--- src/rtl/irqc_pkg.sv ---
package irqc_pkg;

   // per-source sense selection; zero is the idle-high, active-low default
   typedef enum logic [1:0] {
      SENSE_LOW  = 2'b00,
      SENSE_HIGH = 2'b01,
      SENSE_FALL = 2'b10,
      SENSE_RISE = 2'b11
   } sense_e;

endpackage

--- src/rtl/irqc_cond.sv ---
// Per-source conditioning: synchronizer, sense detect, pending flag
module irqc_cond
   import irqc_pkg::*;
#(
   parameter int unsigned SYNC_STAGES = 2
) (
   input  logic   clk,
   input  logic   rst_n,
   input  logic   line_i,
   input  sense_e mode_i,
   input  logic   clr_i,
   output logic   pend_o
);

   logic [SYNC_STAGES-1:0] sync_q;
   logic [SYNC_STAGES:0]   warm_q;
   logic                   prev_q;
   logic                   pend_q;
   logic                   cur;
   logic                   hit;

   assign cur = sync_q[SYNC_STAGES-1];

   always_comb begin
      unique case (mode_i)
         SENSE_LOW:  hit = ~cur;
         SENSE_HIGH: hit = cur;
         SENSE_FALL: hit = prev_q & ~cur;
         SENSE_RISE: hit = ~prev_q & cur;
         default:    hit = 1'b0;
      endcase
   end

   always_ff @(posedge clk or negedge rst_n) begin
      if (!rst_n) begin
         sync_q <= '0;
         prev_q <= 1'b0;
         warm_q <= '0;
         pend_q <= 1'b0;
      end else begin
         sync_q <= {sync_q[SYNC_STAGES-2:0], line_i};
         prev_q <= cur;
         warm_q <= {warm_q[SYNC_STAGES-1:0], 1'b1};
         // set wins over clear so an event on the clearing edge is kept
         pend_q <= (pend_q & ~clr_i) | (hit & warm_q[SYNC_STAGES]);
      end
   end

   assign pend_o = pend_q;

endmodule

--- src/rtl/irqc_prio.sv ---
// Fixed priority: lowest index wins
module irqc_prio #(
   parameter int unsigned N_SRC = 8,
   parameter int unsigned ID_W  = 3
) (
   input  logic [N_SRC-1:0] req_i,
   output logic             any_o,
   output logic [ID_W-1:0]  id_o
);

   always_comb begin
      id_o = '0;
      for (int i = N_SRC - 1; i >= 0; i--) begin
         if (req_i[i]) id_o = ID_W'(i);
      end
   end

   assign any_o = |req_i;

endmodule

--- src/rtl/irqc_gate.sv ---
// Global enable and one-instruction hold after set/return
module irqc_gate (
   input  logic clk,
   input  logic rst_n,
   input  logic set_i,
   input  logic clr_i,
   input  logic reti_i,
   input  logic done_i,
   input  logic take_i,
   output logic open_o
);

   logic gie_q;
   logic hold_q;

   always_ff @(posedge clk or negedge rst_n) begin
      if (!rst_n) begin
         gie_q  <= 1'b0;
         hold_q <= 1'b0;
      end else begin
         if (clr_i || take_i)         gie_q <= 1'b0;
         else if (set_i || reti_i)    gie_q <= 1'b1;

         if ((set_i || reti_i) && !take_i) hold_q <= 1'b1;
         else if (done_i)                  hold_q <= 1'b0;
      end
   end

   // clear acts in its own cycle
   assign open_o = gie_q & ~hold_q & ~clr_i;

endmodule

--- src/rtl/irq_prio_ctrl.sv ---
module irq_prio_ctrl
   import irqc_pkg::*;
#(
   parameter  int unsigned N_SRC       = 8,
   parameter  int unsigned SYNC_STAGES = 2,
   localparam int unsigned ID_W        = (N_SRC > 1) ? $clog2(N_SRC) : 1
) (
   input  logic               clk,
   input  logic               rst_n,
   input  logic [N_SRC-1:0]   irq_line_i,
   input  logic [2*N_SRC-1:0] irq_mode_i,
   input  logic [N_SRC-1:0]   src_en_i,
   input  logic               gie_set_i,
   input  logic               gie_clr_i,
   input  logic               reti_i,
   input  logic               instr_done_i,
   output logic               irq_req_o,
   output logic               ack_o,
   output logic [ID_W-1:0]    ack_id_o
);

   if (N_SRC < 2) begin : g_bad_nsrc
      $error("irq_prio_ctrl: N_SRC must be at least 2");
   end
   if (SYNC_STAGES < 2) begin : g_bad_sync
      $error("irq_prio_ctrl: SYNC_STAGES must be at least 2");
   end

   logic [N_SRC-1:0] pend;
   logic [N_SRC-1:0] live;
   logic [N_SRC-1:0] clr_vec;
   logic             any_live;
   logic [ID_W-1:0]  win_id;
   logic             gate_open;
   logic             take;
   logic             ack_q;
   logic [ID_W-1:0]  ack_id_q;

   for (genvar g = 0; g < N_SRC; g++) begin : g_src
      irqc_cond #(.SYNC_STAGES(SYNC_STAGES)) u_cond (
         .clk    (clk),
         .rst_n  (rst_n),
         .line_i (irq_line_i[g]),
         .mode_i (sense_e'(irq_mode_i[2*g +: 2])),
         .clr_i  (clr_vec[g]),
         .pend_o (pend[g])
      );
      assign clr_vec[g] = take && (win_id == ID_W'(g));
   end

   assign live = pend & src_en_i;

   irqc_prio #(.N_SRC(N_SRC), .ID_W(ID_W)) u_prio (
      .req_i (live),
      .any_o (any_live),
      .id_o  (win_id)
   );

   irqc_gate u_gate (
      .clk    (clk),
      .rst_n  (rst_n),
      .set_i  (gie_set_i),
      .clr_i  (gie_clr_i),
      .reti_i (reti_i),
      .done_i (instr_done_i),
      .take_i (take),
      .open_o (gate_open)
   );

   assign irq_req_o = any_live & gate_open;
   assign take      = irq_req_o & instr_done_i;

   always_ff @(posedge clk or negedge rst_n) begin
      if (!rst_n) begin
         ack_q    <= 1'b0;
         ack_id_q <= '0;
      end else begin
         ack_q <= take;
         if (take) ack_id_q <= win_id;
      end
   end

   assign ack_o    = ack_q;
   assign ack_id_o = ack_id_q;

endmodule

--- config.mk ---
export PLATFORM = sky130hd
export DESIGN_NAME = irq_prio_ctrl
export DESIGN_NICKNAME = d
export VERILOG_FILES = /design/src/rtl/irqc_pkg.sv /design/src/rtl/irqc_cond.sv /design/src/rtl/irqc_prio.sv /design/src/rtl/irqc_gate.sv /design/src/rtl/irq_prio_ctrl.sv
export SDC_FILE = /design/constraint.sdc
export NUM_CORES = 1
export LEC_CHECK = 0
export CORE_UTILIZATION = 48
export DETAILED_ROUTE_END_ITERATION = 8
export GPL_TIMING_DRIVEN = 0
export PLACE_DENSITY = 0.79
export SYNTH_ARGS = -nofsm -noshare
export SYNTH_HDL_FRONTEND = slang
export SYNTH_SLANG_ARGS = --single-unit
--- constraint.sdc ---
create_clock -name clk -period 1.6 [get_ports clk]
set_clock_uncertainty 0.1 [all_clocks]
set_input_delay 0.48 -clock clk [delete_from_list [all_inputs] [get_ports clk]]
set_output_delay 0.48 -clock clk [all_outputs]
set_load 0.05 [all_outputs]
==> metrics.txt <==
status complete, but fails checks; failing checks negative setup slack; later-pin clock latency in the skew report 350 ps; Final Max Slew Viols 0; clock power share 27.9%; Tot Pwr around 2.1 mW; filler cell count in the final layout 270; initial core utilization 49.8%; core area 0.00334 mm2; CTS clk-pin slew, worst paths 110 ps; CTS tree yes; Layout area overhead 37.2%; DR iter-0 viols a little over 90; Die X 60.9 um; CTS hold repair buffers 0; static leakage about 1 nW; RSZ-0062 raised after global routing true; area taken by multi-input logic gates 642 um2; first drt pass iteration count 4; H-tree levels 2; Switch Pwr 0.568 mW; clock buffer depth 2; CTS buffer count 5; Final period util 130%; final wirelength 3.49 mm; Avg Cell Area, Syn ~12 um2; Worst-Margin Slew 890 ps; final setup margin -482 ps; CP max stage delay 310 ps; CP startpoint kind input port; VDD IR max between 0.5 and 0.6 mV; min cycle time layout between 2000 and 2500 ps; Final GP Congestion approximately 0.8; Hold Fails Final Rpt 0; Max-Cap Viols 0; CP Data Arrival Time 1500 ps; first-pass GRT wire length 5.61 mm; DP Area 0.00215 mm2; CTS root buf clkbuf_4; post-route ant nets 0; Max Fanout on Critical Path 4; commonest non-fill, non-tap cell in the layout dfrtp_1; nets 239; Setup Crit Path Kind input port to output port; Slew HR around 41%; FF+latch count, synth 41; HP Class input port to asynchronous set/reset pin; CP endpoint kind output port; layout cells sized above 1 between 10% and 20%; register area 0.00103 mm2; synthesized area 0.00166 mm2; die height 60.9 um; Rows 21; Final Hold Slack 145 ps; fin area 0.00228 mm2; synthesized instance count roughly 140; largest net degree at the start of global routing 42; grt total ovfl 0; Req. time, crit path a little over 1000 ps; reg-to-reg setup timing slack around 40 ps; post-synthesis sequential area ratio 61.7%; Gate power share 17.4%; most frequent cells in the layout 40 x dfrtp_1, 27 x clkdlybuf4s50_1, 26 x nand2_1; die area 0.00370 mm2; total track usage 21.4%; io pins 43; internal power between 1.5 and 2 mW; vias per cell 5.46; Syn. warnings 0; initial antenna violation count 0; Diodes inserted 0; Distinct cells, synth 32; setup violators final 1; Pwr per Cell Area 909 mW/mm2; Detail Placement HPWL ~2.4 mm; post-synth top area cell dfrtp_1; number of buffers added on ports 42; vias in the first global route 1,309; Switching Fraction 27.4%; fmax 480 MHz; Critical Path Slowest Stage Cell dlygate4sd2_1; DRC viols 0; Yosys top cell area share approximately 62%; Via Count 1,353; R2R depth 6; CTS sink count 41; syn_nets 181; largest cells by area after synthesis dfrtp_1 62%, nand2_1 6.1%, a21oi_1 3.0%, nor2b_1 3.0%, a22oi_4 2.6%; crit-path cells dlygate4sd2_1 -> a22oi_4 -> and4_4 -> nor4b_4 -> buf_6; Flop pwr share roughly 55%; wire length per cell after detailed routing 14.1 um
## stage by stage
stage	instances	worst slack (ps)	util [%]	setup TNS [ps]
after CTS	247	-477	67.7	-477
after detailed placement	231	-1400	64.5	-6690
after global routing	248	-551	68.4	-600
after global placement	231	-1360	64.6	-46040
after floorplan	143	-377	-	-377
final	248	-482	68.4	-482
## kinds of logic (layout without fill, tap and decap cells)
group | Yosys count | in the layout | synth area share, %
buffers and inverters | 6 | 65 | 1.81
AO/OA/AOI/OAI | 35 | 35 | 17.0
AND/OR/NAND/NOR | 59 | 59 | 18.7
other | 1 | 1 | 0.226
multiplexers | 1 | 1 | 0.602
flip-flops | 41 | 41 | 61.7
## critical path, delay by kind of cell
family                 cells  cell delay (ps)
buffers and inverters      2              500
AND/OR/NAND/NOR            2              410
AO/OA/AOI/OAI              1              110
## what timing repair did
action	CTS	global route
resized for setup	40	3
pin swaps	3	3
buffers inserted	8	1
endpoints found under the setup margin	11	4
## per-layer routing
layer / share of wire, % / wire [um] / global-route usage [%] / up-vias
met2: 51 / 1790 / 36.3 / 66
li1: - / - / - / 634
met1: 40 / 1400 / 25.1 / 643
met5: 0 / 0 / 0 / -
met4: 2.3 / 80 / 11.7 / 0
met3: 6.5 / 226 / 4.90 / 10
## final timing paths
kind	startpoint	to
max in group asynchronous	rst_n	g_src[3].u_cond.pend_o$_DFF_PN0_
worst max register to register	g_src[2].u_cond.pend_o$_DFF_PN0_	g_src[6].u_cond.pend_o$_DFF_PN0_
worst max-delay path	src_en_i[0]	irq_req_o
worst min-delay path	rst_n	ack_id_o[2]$_DFFE_PN0P_
worst min register to register	g_src[7].u_cond.sync_q[0]$_DFF_PN0_	g_src[7].u_cond.sync_q[1]$_DFF_PN0_
min in group clk	g_src[7].u_cond.sync_q[0]$_DFF_PN0_	g_src[7].u_cond.sync_q[1]$_DFF_PN0_
## registers in the layout (all words and copies together) (netlist names)
name / flops
u_gate.hold_q: 1
ack_o: 1
g_src.u_cond.pend_o: 8
u_gate.gie_q: 1
g_src.u_cond.prev_q: 8
ack_id_o: 3
g_src.u_cond.sync_q: 16
g_src.u_cond.warm_q: 3
## layout make-up
cell class	instances	area share (%)
plain buffers	1	0.493
clock buffers	7	2.85
clock inverters	1	0.219
inverters	5	0.822
multi-input cells	96	28.1
flip-flops and latches	41	45.0
well taps	46	2.52
repair buffers	51	20.0
## cells in the mapped netlist (all sizes together)
master   number
nor4b         1
mux2i         1
o21ai         6
a21oi        10
a32oi         2
nand4         2
and4          1
a211oi        1
nand2        27
nor3          8
a22oi         4
o2111ai       1
nand3         6
o31ai         2
nor2          1
dfrtp        41
nand3b        2
o221ai        3
inv           5
o22a          1
buf           1
conb          1
a22o          3
and2          1
and4bb        1
o211ai        2
nor2b         9
## power groups by stage
| stage | sequential [mW] | clock [mW] | combinational, mW |
|---|---|---|---|
| 2_1_floorplan | 1.23 | 0 | 0.100 |
| 3_3_place_gp | 1.15 | 0 | 0.364 |
| 3_5_place_dp | 1.16 | 0 | 0.375 |
| 4_1_cts | 1.13 | 0.600 | 0.356 |
| 5_1_grt | 1.14 | 0.643 | 0.393 |
| 6_report | 1.13 | 0.580 | 0.361 |
(Power assumes the default switching activity.)
